File: src/rtl/wdt_pkg.sv
`timescale 1ns/1ps
package wdt_pkg;
  localparam int NUM_POST = 4;
  localparam int SLOT_CTRL = 0;
  localparam int SLOT_LOAD = 1;
  localparam int SLOT_KICK = 2;
  localparam int SLOT_KEY  = 3;
  localparam int RADDR_PEND  = 4;
  localparam int RADDR_COUNT = 5;

  localparam logic [31:0] KEY_ARM_A = 32'h0000_BBBB;
  localparam logic [31:0] KEY_ARM_B = 32'h0000_4444;
  localparam logic [31:0] KEY_DIS_A = 32'h0000_AAAA;
  localparam logic [31:0] KEY_DIS_B = 32'h0000_5555;

  typedef enum logic [1:0] {
    SEQ_IDLE  = 2'd0,
    SEQ_ARM_1 = 2'd1,
    SEQ_DIS_1 = 2'd2
  } seq_state_t;
endpackage

File: src/rtl/wdt_post_slot.sv
`timescale 1ns/1ps
module wdt_post_slot #(
  parameter int DW  = 32,
  parameter int DLY = 4
) (
  input  logic          clk,
  input  logic          rst_n,
  input  logic          wr_i,
  input  logic [DW-1:0] data_i,
  output logic          pend_o,
  output logic          land_o,
  output logic [DW-1:0] data_o
);
  localparam int CW = (DLY < 2) ? 1 : $clog2(DLY);

  logic          pend_q;
  logic [CW-1:0] wait_q;
  logic [DW-1:0] hold_q;
  logic          accept;

  assign accept = wr_i && !pend_q;
  assign land_o = pend_q && (wait_q == '0);
  assign pend_o = pend_q;
  assign data_o = hold_q;

  always_ff @(posedge clk or negedge rst_n) begin
    if (!rst_n) begin
      pend_q <= 1'b0;
      wait_q <= '0;
      hold_q <= '0;
    end else if (accept) begin
      pend_q <= 1'b1;
      wait_q <= CW'(DLY - 1);
      hold_q <= data_i;
    end else if (land_o) begin
      pend_q <= 1'b0;
    end else if (pend_q) begin
      wait_q <= wait_q - 1'b1;
    end
  end

  assert_pend_hold_R2: assert property (@(posedge clk) disable iff (!rst_n)
    (pend_q && !land_o) |=> pend_q);
  assert_pend_clear_R2: assert property (@(posedge clk) disable iff (!rst_n)
    land_o |=> !pend_q);
  assert_drop_busy_R3: assert property (@(posedge clk) disable iff (!rst_n)
    (pend_q && wr_i) |=> $stable(hold_q));
endmodule

File: src/rtl/wdt_key_seq.sv
`timescale 1ns/1ps
module wdt_key_seq
  import wdt_pkg::*;
(
  input  logic        clk,
  input  logic        rst_n,
  input  logic        land_i,
  input  logic [31:0] key_i,
  output logic        armed_o
);
  seq_state_t st_q, st_d;
  logic       armed_q, armed_d;

  always_comb begin
    st_d    = st_q;
    armed_d = armed_q;
    if (land_i) begin
      unique case (st_q)
        SEQ_IDLE: begin
          if (key_i == KEY_ARM_A)      st_d = SEQ_ARM_1;
          else if (key_i == KEY_DIS_A) st_d = SEQ_DIS_1;
          else                         st_d = SEQ_IDLE;
        end
        SEQ_ARM_1: begin
          if (key_i == KEY_ARM_B) armed_d = 1'b1;
          st_d = SEQ_IDLE;
        end
        SEQ_DIS_1: begin
          if (key_i == KEY_DIS_B) armed_d = 1'b0;
          st_d = SEQ_IDLE;
        end
        default: st_d = SEQ_IDLE;
      endcase
    end
  end

  always_ff @(posedge clk or negedge rst_n) begin
    if (!rst_n) begin
      st_q    <= SEQ_IDLE;
      armed_q <= 1'b0;
    end else begin
      st_q    <= st_d;
      armed_q <= armed_d;
    end
  end

  assign armed_o = armed_q;

  assert_arm_pair_R4: assert property (@(posedge clk) disable iff (!rst_n)
    (land_i && st_q == SEQ_ARM_1 && key_i == KEY_ARM_B) |=> armed_o);
  assert_disarm_pair_R5: assert property (@(posedge clk) disable iff (!rst_n)
    (land_i && st_q == SEQ_DIS_1 && key_i == KEY_DIS_B) |=> !armed_o);
  assert_abandon_R6: assert property (@(posedge clk) disable iff (!rst_n)
    (land_i && st_q == SEQ_IDLE) |=> $stable(armed_o));
endmodule

File: src/rtl/wdt_count_core.sv
`timescale 1ns/1ps
module wdt_count_core #(
  parameter int CNT_W = 32,
  parameter int PTV_W = 3
) (
  input  logic             clk,
  input  logic             rst_n,
  input  logic             tick_i,
  input  logic             armed_i,
  input  logic             pre_en_i,
  input  logic [PTV_W-1:0] ratio_i,
  input  logic             pre_clr_i,
  input  logic             reload_i,
  input  logic [CNT_W-1:0] load_i,
  output logic [CNT_W-1:0] count_o,
  output logic             bite_o
);
  localparam int PW = (1 << PTV_W) - 1;

  logic [PW-1:0]    pre_q;
  logic [PW:0]      lim_full;
  logic [PW-1:0]    limit;
  logic             step;
  logic             at_top;
  logic [CNT_W-1:0] count_q;
  logic             bite_q;

  assign lim_full = ({{PW{1'b0}}, 1'b1} << ratio_i) - 1'b1;
  assign limit    = lim_full[PW-1:0];
  assign step     = tick_i && armed_i && (!pre_en_i || pre_q == limit);
  assign at_top   = &count_q;

  always_ff @(posedge clk or negedge rst_n) begin
    if (!rst_n) begin
      pre_q <= '0;
    end else if (pre_clr_i || !armed_i) begin
      pre_q <= '0;
    end else if (tick_i && pre_en_i) begin
      pre_q <= (pre_q == limit) ? '0 : pre_q + 1'b1;
    end
  end

  always_ff @(posedge clk or negedge rst_n) begin
    if (!rst_n) begin
      count_q <= '0;
      bite_q  <= 1'b0;
    end else begin
      bite_q <= step && at_top && !reload_i;
      if (reload_i)     count_q <= load_i;
      else if (step)    count_q <= at_top ? load_i : count_q + 1'b1;
    end
  end

  assign count_o = count_q;
  assign bite_o  = bite_q;

  assert_hold_idle_R7: assert property (@(posedge clk) disable iff (!rst_n)
    (!armed_i && !reload_i) |=> $stable(count_q));
  assert_prescale_gap_R8: assert property (@(posedge clk) disable iff (!rst_n)
    (armed_i && pre_en_i && pre_q != limit && !reload_i) |=> $stable(count_q));
  assert_expire_R10: assert property (@(posedge clk) disable iff (!rst_n)
    (step && at_top && !reload_i) |=> (bite_q && count_q == $past(load_i)));
  assert_one_shot_R10: assert property (@(posedge clk) disable iff (!rst_n)
    (bite_q && !(&load_i)) |=> !bite_q);
endmodule

File: src/rtl/wdt_keyed.sv
`timescale 1ns/1ps
module wdt_keyed
  import wdt_pkg::*;
#(
  parameter int ADDR_W  = 3,
  parameter int CNT_W   = 32,
  parameter int PTV_W   = 3,
  parameter int DLY     = 4,
  parameter int PTV_LSB = 2,
  parameter int PRE_BIT = 5
) (
  input  logic              clk,
  input  logic              rst_n,
  input  logic              tick_i,
  input  logic              bus_wr_i,
  input  logic [ADDR_W-1:0] bus_waddr_i,
  input  logic [31:0]       bus_wdata_i,
  input  logic [ADDR_W-1:0] bus_raddr_i,
  output logic [31:0]       bus_rdata_o,
  output logic              wdt_rst_o
);
  logic [NUM_POST-1:0] pend;
  logic [NUM_POST-1:0] land;
  logic [31:0]         slot_data [NUM_POST];

  for (genvar i = 0; i < NUM_POST; i++) begin : g_slot
    wdt_post_slot #(.DW(32), .DLY(DLY)) u_slot (
      .clk    (clk),
      .rst_n  (rst_n),
      .wr_i   (bus_wr_i && (bus_waddr_i == ADDR_W'(i))),
      .data_i (bus_wdata_i),
      .pend_o (pend[i]),
      .land_o (land[i]),
      .data_o (slot_data[i])
    );
  end

  logic             pre_en_q;
  logic [PTV_W-1:0] ratio_q;
  logic [CNT_W-1:0] load_q;
  logic [31:0]      kick_q;
  logic             reload;
  logic             armed;
  logic [CNT_W-1:0] count;

  assign reload = land[SLOT_KICK] && (slot_data[SLOT_KICK] != kick_q);

  always_ff @(posedge clk or negedge rst_n) begin
    if (!rst_n) begin
      pre_en_q <= 1'b0;
      ratio_q  <= '0;
      load_q   <= '0;
      kick_q   <= '0;
    end else begin
      if (land[SLOT_CTRL]) begin
        pre_en_q <= slot_data[SLOT_CTRL][PRE_BIT];
        ratio_q  <= slot_data[SLOT_CTRL][PTV_LSB +: PTV_W];
      end
      if (land[SLOT_LOAD]) load_q <= slot_data[SLOT_LOAD][CNT_W-1:0];
      if (reload)          kick_q <= slot_data[SLOT_KICK];
    end
  end

  wdt_key_seq u_keys (
    .clk     (clk),
    .rst_n   (rst_n),
    .land_i  (land[SLOT_KEY]),
    .key_i   (slot_data[SLOT_KEY]),
    .armed_o (armed)
  );

  wdt_count_core #(.CNT_W(CNT_W), .PTV_W(PTV_W)) u_core (
    .clk       (clk),
    .rst_n     (rst_n),
    .tick_i    (tick_i),
    .armed_i   (armed),
    .pre_en_i  (pre_en_q),
    .ratio_i   (ratio_q),
    .pre_clr_i (land[SLOT_CTRL]),
    .reload_i  (reload),
    .load_i    (load_q),
    .count_o   (count),
    .bite_o    (wdt_rst_o)
  );

  always_comb begin
    bus_rdata_o = '0;
    case (int'(bus_raddr_i))
      SLOT_CTRL: begin
        bus_rdata_o[PRE_BIT]           = pre_en_q;
        bus_rdata_o[PTV_LSB +: PTV_W]  = ratio_q;
      end
      SLOT_LOAD:   bus_rdata_o = 32'(load_q);
      SLOT_KICK:   bus_rdata_o = kick_q;
      SLOT_KEY:    bus_rdata_o = {31'b0, armed};
      RADDR_PEND:  bus_rdata_o = 32'(pend);
      RADDR_COUNT: bus_rdata_o = 32'(count);
      default:     bus_rdata_o = '0;
    endcase
  end

  assert_kick_reload_R9: assert property (@(posedge clk) disable iff (!rst_n)
    reload |=> (count == $past(load_q)));
  assert_same_kick_R9: assert property (@(posedge clk) disable iff (!rst_n)
    (land[SLOT_KICK] && !reload) |=> $stable(kick_q));
endmodule

File: config.mk
export PLATFORM = sky130hd
export DESIGN_NAME = wdt_keyed
export DESIGN_NICKNAME = d
export VERILOG_FILES = /design/src/rtl/wdt_pkg.sv /design/src/rtl/wdt_post_slot.sv /design/src/rtl/wdt_key_seq.sv /design/src/rtl/wdt_count_core.sv /design/src/rtl/wdt_keyed.sv
export SDC_FILE = /design/constraint.sdc
export NUM_CORES = 1
export LEC_CHECK = 0
export ABC_AREA = 1
export CAP_MARGIN = 10
export CORE_AREA = 2 2 221 157
export CTS_CLUSTER_DIAMETER = 150
export DETAILED_ROUTE_END_ITERATION = 8
export DIE_AREA = 0 0 223 159
export PLACE_DENSITY_LB_ADDON = 0.08
export SLEW_MARGIN = 25
export SYNTH_ARGS = -nofsm -noshare
export SYNTH_HDL_FRONTEND = slang
export SYNTH_HIERARCHICAL = 1
export SYNTH_SLANG_ARGS = --single-unit
File: constraint.sdc
create_clock -name clk -period 2.3 [get_ports clk]
set_input_delay 0.345 -clock clk [delete_from_list [all_inputs] [get_ports clk]]
set_output_delay 0.345 -clock clk [all_outputs]
set_load 0.005 [all_outputs]
; ---- Word-level counts from Yosys, hierarchy flattened
; Cells that the tools add are included.
; W data, S select, Z words.
[word_totals]
ff_bits = 225
n_memories = 0
ramBits = 0
output_inout_bits = 33
input_bits = 42
romBits = 0
elab_cells = 137
latchBits = 0
[classes]
multipliers = 0
n_lt_le_gt_ge = 0
mux = 35
n_div = 0
n_eq_ne = 22
shifts = 1
n_addsub = 7
bitwise = 0
n_reduce_logical = 51
[ops]
columns = op, count
row1 = $mux W32, 3
row2 = $pmux W26 S3, 1
row3 = $eq A32 B15 Y1 const B, 2
row4 = $eq A32 B16 Y1 const B, 2
row5 = $add A32 B1 Y32 const B, 1
row6 = $ne A32 B32 Y1, 1
row7 = $reduce_and A32 Y1, 1
row8 = $mux W2, 15
row9 = $reduce_bool A2 Y1, 11
row10 = $mux W7, 3
row11 = $pmux W4 S5, 1
row12 = $logic_and A1 B1 Y1, 18
row13 = $eq A3 B2 Y1 const B, 4
row14 = $logic_not A2 Y1, 5
row15 = $mux W1, 10
row16 = $pmux W2 S5, 1
row17 = $ne A2 B2 Y1 const B, 4
row18 = $reduce_and A2 Y1, 4
row19 = $sub A2 B1 Y2 const B, 4
row20 = $add A7 B1 Y7 const B, 1
row21 = $eq A7 B7 Y1, 1
row22 = $logic_not A1 Y1, 7
row23 = $shl A1 B3 Y7 const A, 1
row24 = $sub A7 B1 Y7 const B, 1
row25 = other kinds (9), 14

; ---- Longest topological paths before layout
; Gate-level depths: netlist of run 1.
[depth]
ltp_word = 7
depth_mapped = 19
ltp_nobuf = 17

; ---- Modules after synthesis
; Netlist of run 1, hierarchy kept.
[by_module_without_submodules]
columns = module, n_inst, area_each_um2, seq_area_each_um2, cells_per_inst
row1 = wdt_post_slot, 4, 1448.9, 875.8, 162
row2 = wdt_keyed, 1, 3822.4, 1701.6, 512
row3 = wdt_count_core, 1, 3194.3, 1001.0, 518
row4 = wdt_key_seq, 1, 374.1, 75.1, 75

; ---- Least setup slack after synthesis of run 1
; Ideal clock, no wire load.
[synth_path]
path_type = register to register
start = reg kick_q[4]
end = reg u_core.count_q[1] (netlist: u_core/count_o[1])
setup_ps = 117
setup_slack_ps = 371
arrival_time_ps = 1812
t_required_ps = 2183
n_path_buf = 2
stages_incl_launch_ff = 17
synth_period_minus_slack_ps = 1929
cell_sequence = dfrtp_1 -> xnor2_1 -> nand2_1 -> nor2_1 -> nand2_1 -> nor2_1 -> nand2_2 -> nand2_4 -> buf_6 -> inv_1 -> inv_2 -> nand2_4 -> buf_4 -> nand2_1 -> nand2_1 -> nand2_1 -> nand2_1
[synth_between]
elab_chain_len = 3
word_cells_on_any_way = 4
classes_between = eq/ne (1) / mux (1) / reduce/logical (2)
[synth_rtl]
columns = element, line
row1 = start: declaration, wdt_keyed.sv:41  ; logic [31:0] kick_q;
row2 = start signal: assignment, wdt_keyed.sv:60  ; if (reload) kick_q <= slot_data[SLOT_KICK];
row3 = $ne A32 B32 Y1 *, wdt_keyed.sv:46  ; assign reload = land[SLOT_KICK] && (slot_data[SLOT_KICK] != kick_q);
row4 = $logic_and A1 B1 Y1 *, wdt_keyed.sv:46
row5 = net reload, wdt_keyed.sv:42  ; logic reload;
row6 = $mux W32 / $reduce_bool A2 Y1 (equally long branches), -
row7 = end signal: assignment, wdt_count_core.sv:49  ; if (reload_i) count_q <= load_i;
row8 = end signal: assignment, wdt_count_core.sv:50  ; else if (step) count_q <= at_top ? load_i : count_q + 1'b1;
row9 = end: declaration, wdt_count_core.sv:25  ; logic [CNT_W-1:0] count_q;
; The timed path passes the listed nets; every way through them passes the cells marked *.
; A chain may end at the register's enable or synchronous reset.

; ---- Worst setup path in the final report of run 1
[layout_path]
start = in bus_raddr_i[1]
end = out bus_rdata_o[9]
[layout_between]
elab_chain_len = 2
word_cells_on_any_way = 4
classes_between = eq/ne (3) / mux (1)
[layout_rtl]
columns = element, line
row1 = start: declaration, wdt_keyed.sv:18  ; input logic [ADDR_W-1:0] bus_raddr_i,
row2 = "$eq A3 B3 Y1, or another cell as far along", wdt_keyed.sv:88  ; case (int'(bus_raddr_i))
row3 = $pmux W26 S3 *, wdt_keyed.sv:88
row4 = end: declaration, wdt_keyed.sv:19  ; output logic [31:0] bus_rdata_o,
; Mark *: on every way between the ends. The rest lies on a longest branch, timed or not.

==> impl_results.md, run 1 <==
- Top cell by count, worst path: buf_4
- WP data required: 1.96 ns
- Final hold viol count: 0
- CTS tree: done
- Global route overflow: 0
- Clock sink total: 223
- Drt drc: 0
- Fmax: 451.6 MHz
- Initial DRC Count: 900
- Final ANT Viol Nets: 0
- Crit-path max FO: 10
- Vias: 10,843
- Startpoint types: input port
- Full die area: 35,460 sq um
- Synth Instances: 1,636
- Cell area after synthesis: 12,110 sq um
- Unrepaired setup endpoints after global routing: no
- Vias in the first global route: 10,120
- Die Ht: 159 um
- Final WL: 39.24 mm
- First-pass GRT wire length: 61.12 mm
- Layout Nets: 1,794
- Setup-failing EPs final: 0
- Initial antenna violation count: 0
- R2R Path End: u_core/count_o[14]
- Worst-skew pair later-pin latency: 0.54 ns
- Row count: 56
- Worst reg2reg path depth: 15
- CP endpoint kind: output pin
- Min-Delay Path Class: input port to asynchronous set/reset pin
- PD cells: 1008 nW/um^2
- Final Core Density: 0.4358
- Drt wl/cell: 17.88 um
- Filler cell count: 3,442
- Ant diodes: 0
- Crit-path cells: clkdlybuf4s50_1 -> buf_4 -> nand2_2 -> inv_4 -> buf_4 -> buf_12 -> nand2_1 -> o211ai_1 -> dlygate4sd2_1
- All-layer global routing usage: 0.2226
- Register clock-pin slew on the reported worst setup and hold paths: 0.07 ns
- Tmin final: 2.214 ns
- Final Skew: 0.01509 ns
- Yosys warning count: 6
- Final worst path period share: 0.9627
- Number of CTS-inserted buffers: 25
- Largest net degree at the start of global routing: 70
- Worst stage delay on the critical path: 0.49 ns
- Layout overhead on the synthesized area: 19.75%
- Max-slew violations: 0
- Max_cap viols: 0
- Critical R2R Launch: g_slot[2].u_slot/data_o[11]
- Port Buffers: 74
- Worst relative slew slack: 0.5661
- Layout cells sized above 1: 0.1051
- Status: complete, no violations
- CP Launch Point: bus_raddr_i[1]
- Top Ports: 75
- End of the critical path: bus_rdata_o[9]
- Starting density of the core: 0.3639
- Reg-to-reg slack, setup: 0.16 ns
- Drt pass-1 iters: 5
- Syn Area/Cell: 7.402 sq um
- WS Path Type: input port to output pin
- DP Wirelength: 28.82 mm
- H-tree depth: 1
- Leak Pwr: 0.007261 uW
- Setup TNS: 0 ns
- Core footprint: 33,280 sq um
- Max IR drop VDD: 0.6472 mV
- Via/cell ratio: 4.940
- CTS Buffer Depth: 3
- GP Congestion: 0.9097
- Critical path arrival: 1.87 ns
- Post-synth net total: 1,689
- Critical path's slowest cell: clkdlybuf4s50_1
- CTS root buf: clkbuf_16
- Width of the die: 223 um
- Tightest Pin Transition: 0.6509 ns
registers in the layout, summed over array words and instances, names as in the netlist:
name	cells
load_q	32
u_keys/armed_o	1
ratio_q	3
g_slot.u_slot/data_o	100
u_core/count_o	32
pre_en_q	1
u_keys/st_q	2
u_core/pre_q	7
g_slot.u_slot/pend_o	4
g_slot.u_slot/wait_q	8
u_core/bite_o	1
kick_q	32
repair_timing:
action                                 in CTS  in global routing
buffers inserted                            2                  0
endpoints found under the hold margin      60                  0
resized for setup                          49                  7
hold buffers                                1                  0
setup endpoints to repair                  33                 30
pin swaps                                   0                  1
worst min path at each step:
stage                     start                    endpoint  slack [ns]  cells past startpoint
after global placement    rst_n          u_core/count_o[22]        0.36                      1
after global routing      rst_n          u_core/count_o[22]        0.40                      2
after CTS                 rst_n          u_core/count_o[22]        0.39                      2
after detailed placement  rst_n          u_core/count_o[22]        0.37                      1
after floorplan           rst_n  g_slot[0].u_slot/data_o[2]        0.05                      0
final                     rst_n          u_core/count_o[22]        0.33                      2
critical path: cells and delay by family:
family                 cells  cell delay [ns]
and+or+nand+nor            2             0.14
AOI/OAI and AO/OA          1             0.09
buffers and inverters      6             1.27
report_power, final:
part           leakage (uW)  internal [uW]  switching, uW  total [uW]
Clock              0.000403           2330           1730        4060
Sequential          0.00289           5190           1210        6410
Combinational       0.00397           1710           2450        4150
cells in the final DEF, fill, tap and decap left out, types with 21 or more instances in the layout:
master,count
inv_1,104
nand3_1,201
dfrtp_1,221
clkdlybuf4s50_1,39
nand2_1,712
nor2_1,86
o21ai_0,46
xnor2_1,29
buf_4,73
clkbuf_16,25
o211ai_1,21
dlygate4sd2_1,34
per-layer routing:
layer | track usage | share of wire | wire [um]
met1 | 0.3409 | 0.50 | 19480
met2 | 0.3274 | 0.42 | 16560
met3 | 0.02768 | 0.049 | 1925
met4 | 0.06467 | 0.033 | 1278
met5 | 0 | 0 | 0
area by class of cell:
class	count	area (sq um)	area share
well taps	435	544.3	0.03753
repair buffers	158	1453	0.1002
flip-flops and latches	223	5583	0.3850
clock inverters	13	117.6	0.008110
multi-input cells	1214	5635	0.3886
clock buffers	33	715.7	0.04935
inverters	119	454.2	0.03132
per-stage QoR:
stage	setup slack [ns]	hold WS [ns]	instances	total power, uW	cell area (sq um)
floorplan	0.3709	0.04941	1636	8811	12110
global placement	-0.3050	0.3598	2146	10620	13610
detailed placement	-0.3064	0.3710	2146	10660	13610
CTS	0.01069	0.3934	2195	14760	14490
global route	0.009068	0.3956	2195	15660	14500
finish	0.08570	0.3303	2195	14620	14500
Power figures use the tool's default switching activity.
==> run 2, diff against run 1 <==
- CORE_AREA: 2 2 221 157 -> 2 2 210 150
- DIE_AREA: 0 0 223 159 -> 0 0 212 152
- GPL_TIMING_DRIVEN: not set -> 1
- SLEW_MARGIN: 25 -> 20
- SYNTH_HIERARCHICAL: 1 -> not set
==> run 2 against run 1 <==
Net effect:
- critical path depth is 1 lower
- clock power is 2% higher
- register-to-register slack gained 0.07 ns
- final cell count fell by 3.5%
- setup slack got worse by 0.050 ns
- clock skew is 0.00070 ns higher
- first-iteration DRC count shrank 2.7%
- hold slack lost 0.054 ns
- largest cell class unchanged
==> impl_results.md, run 2 <==
- Status: complete, no violations
- Setup-failing EPs final: 0
- GP Congestion: 0.8859
- Worst relative slew slack: 0.6636
- Layout cells sized above 1: 0.1201
- H-tree depth: 1
- First-pass GRT wire length: 58.91 mm
- Synth Register Bits: 223
- Max IR drop VDD: 0.7411 mV
- Clock sink total: 223
- Synth Instances: 1,577
- Final worst path period share: 0.9845
- Drt pass-1 iters: 7
- Unrepaired setup endpoints after global routing: yes
- Seq/Total Area, Yosys: 0.4658
- Worst stage delay on the critical path: 0.41 ns
- Tightest Pin Transition: 0.5007 ns
- Final WL: 37.10 mm
- CTS root buf: clkbuf_16
- Yosys warning count: 0
- Vias: 10,612
- Register clock-pin slew on the reported worst setup and hold paths: 0.06 ns
- Cell area after synthesis: 11,980 sq um
- Total Power: 15,260 uW
- Number of CTS-inserted buffers: 25
- Ys flop type: dfrtp_1
- Startpoint types: input port
- Switching Share: 0.3712
- Placed cell area: 13,600 sq um
- Yosys top cell by area: dfrtp_1
- Core footprint: 30,470 sq um
- Largest cells by area after synthesis: dfrtp_1, nand2_1, nand3_1
- All-layer global routing usage: 0.2359
- Multi-input gate area: 5632 sq um
- Comb pwr share: 0.286
- Filler cell count: 3,031
- Critical path arrival: 1.92 ns
- WP data required: 1.96 ns
- Starting density of the core: 0.3932
- WS Path Type: input port to output pin
- Commonest non-fill, non-tap cell in the layout: nand2_1
- Min-Delay Path Class: input port to asynchronous set/reset pin
- Largest net degree at the start of global routing: 68
- Synth top area share: 0.4658
- Width of the die: 212 um
- Post-synth net total: 1,630
- Drt drc: 0
- Most frequent cells in the layout: nand2_1, dfrtp_1, nand3_1
- Row count: 54
- Crit-path max FO: 5
- Top Ports: 75
- CTS Buffer Depth: 3
- Die Ht: 152 um
- Post-route cell area: 14,570 sq um
- Vias in the first global route: 10,014
- Syn Area/Cell: 7.597 sq um
- Net Sw Power: 5666 uW
- Port Buffers: 74
- Fmax: 441.6 MHz
- Drt wl/cell: 17.51 um
- Post-synth EDFFs: 0
- Max reg flops: 100
- Post-synth cell types: 42
- Max_cap viols: 0
- Final Skew: 0.01579 ns
- R2R Path End: u_core.count_o[11]
- DP Wirelength: 27.05 mm
- Layout Nets: 1,733
- Initial DRC Count: 876
- Top cell by count, worst path: buf_4
- Worst reg2reg path depth: 17
- Via/cell ratio: 5.008
- Full die area: 32,220 sq um
- FF/Latch Area: 5580 sq um
- Final ANT Viol Nets: 0
- Seq pwr share: 0.442
- Tmin final: 2.264 ns
- Leak Pwr: 0.007147 uW
- Ys async rst share: 1.000
- Most common cell in the netlist: nand2_1
- Max-slew violations: 0
- Clock share of power: 0.272
- Crit-path cells: clkdlybuf4s50_1 -> buf_4 -> nor3_2 -> buf_4 -> buf_4 -> inv_2 -> o211ai_1 -> buf_2
- Final hold viol count: 0
- Layout overhead on the synthesized area: 21.58%
- Ant diodes: 0
- Critical path's slowest cell: clkdlybuf4s50_1
- Critical R2R Launch: ratio_q[0]
- CP endpoint kind: output pin
- Pint: 9596 uW
- Initial antenna violation count: 0
- Global route overflow: 0
- CTS tree: done
- Worst-skew pair later-pin latency: 0.56 ns
- Top post-synthesis cells by count: nand2_1, dfrtp_1, nand3_1, inv_1, o21ai_0
- Reg-to-reg slack, setup: 0.23 ns
- PD cells: 1048 nW/um^2
run 2: cells by family (layout without fill, tap and decap cells):
logic type / Yosys count / after routing / synth area share
muxes: 26 / 26 / 0.02444
xor gates and xnor gates: 44 / 44 / 0.03217
adders and majority gates: 11 / 11 / 0.01149
buffers and inverters: 215 / 337 / 0.07384
AOI/OAI and AO/OA: 183 / 183 / 0.08554
DFF: 223 / 223 / 0.4658
and+or+nand+nor: 875 / 875 / 0.3067
run 2: worst max path at each step:
stage	start	to	slack, ns	cells after the start
after floorplan	ratio_q[1]	u_core.count_o[5]	0.27	18
after global placement	bus_raddr_i[2]	bus_rdata_o[5]	-0.32	6
after detailed placement	bus_raddr_i[2]	bus_rdata_o[5]	-0.35	6
after CTS	bus_raddr_i[0]	bus_rdata_o[2]	-0.14	9
after global routing	bus_raddr_i[0]	bus_rdata_o[19]	-0.004	9
final	bus_raddr_i[0]	bus_rdata_o[9]	0.04	8
run 2: final cells by class:
cell class              instances  area share
inverters                     149     0.03883
well taps                     420     0.03608
clock inverters                14     0.01151
repair buffers                142     0.09767
flip-flops and latches        223      0.3831
multi-input cells            1139      0.3867
clock buffers                  32     0.04613
run 2: layer usage:
layer | up-vias | wire [um] | track usage | part of all wire
li1 | 5275 | - | - | -
met1 | 5026 | 19650 | 0.3925 | 0.53
met2 | 274 | 14530 | 0.3152 | 0.39
met3 | 37 | 2316 | 0.04113 | 0.062
met4 | 0 | 593 | 0.03991 | 0.016
met5 | - | 0 | 0 | 0
run 2: worst max-delay path, delay by kind of cell:
family                 cells  cell delay, ns
and+or+nand+nor            1            0.13
AOI/OAI and AO/OA          1            0.35
buffers and inverters      6            1.08
run 2: power groups by stage:
| stage | logic, uW | clock network [uW] | registers [uW] |
|---|---|---|---|
| after detailed placement | 4360 | 0 | 6750 |
| final | 4370 | 4150 | 6740 |
| after global placement | 4270 | 0 | 6730 |
| after CTS | 4350 | 4260 | 6700 |
| after global routing | 5080 | 4420 | 6920 |
| after floorplan | 3070 | 0 | 6180 |
run 2: per-stage QoR:
stage	hold slack, ns	util	TNS (ns)	cells	worst slack (ns)
6_report	0.2760	0.4780	0	2119	0.03561
5_1_grt	0.2958	0.4780	-0.004283	2119	-0.004283
4_1_cts	0.2817	0.4755	-0.1394	2117	-0.1394
3_5_place_dp	0.2673	0.4462	-7.834	2066	-0.3454
3_3_place_gp	0.2710	0.4462	-8.249	2066	-0.3191
2_1_floorplan	0.04941	-	0	1577	0.2717
run 2: what timing repair did:
| item | in CTS | in global routing |
|---|---|---|
| endpoints found under the setup margin | 32 | 45 |
| cloned | 0 | 1 |
| gates resized for setup | 47 | 47 |
| buffers inserted | 4 | 1 |
| hold buffers | 1 | 0 |
| hold endpoints to repair | 39 | 0 |
| pin swaps | 3 | 7 |
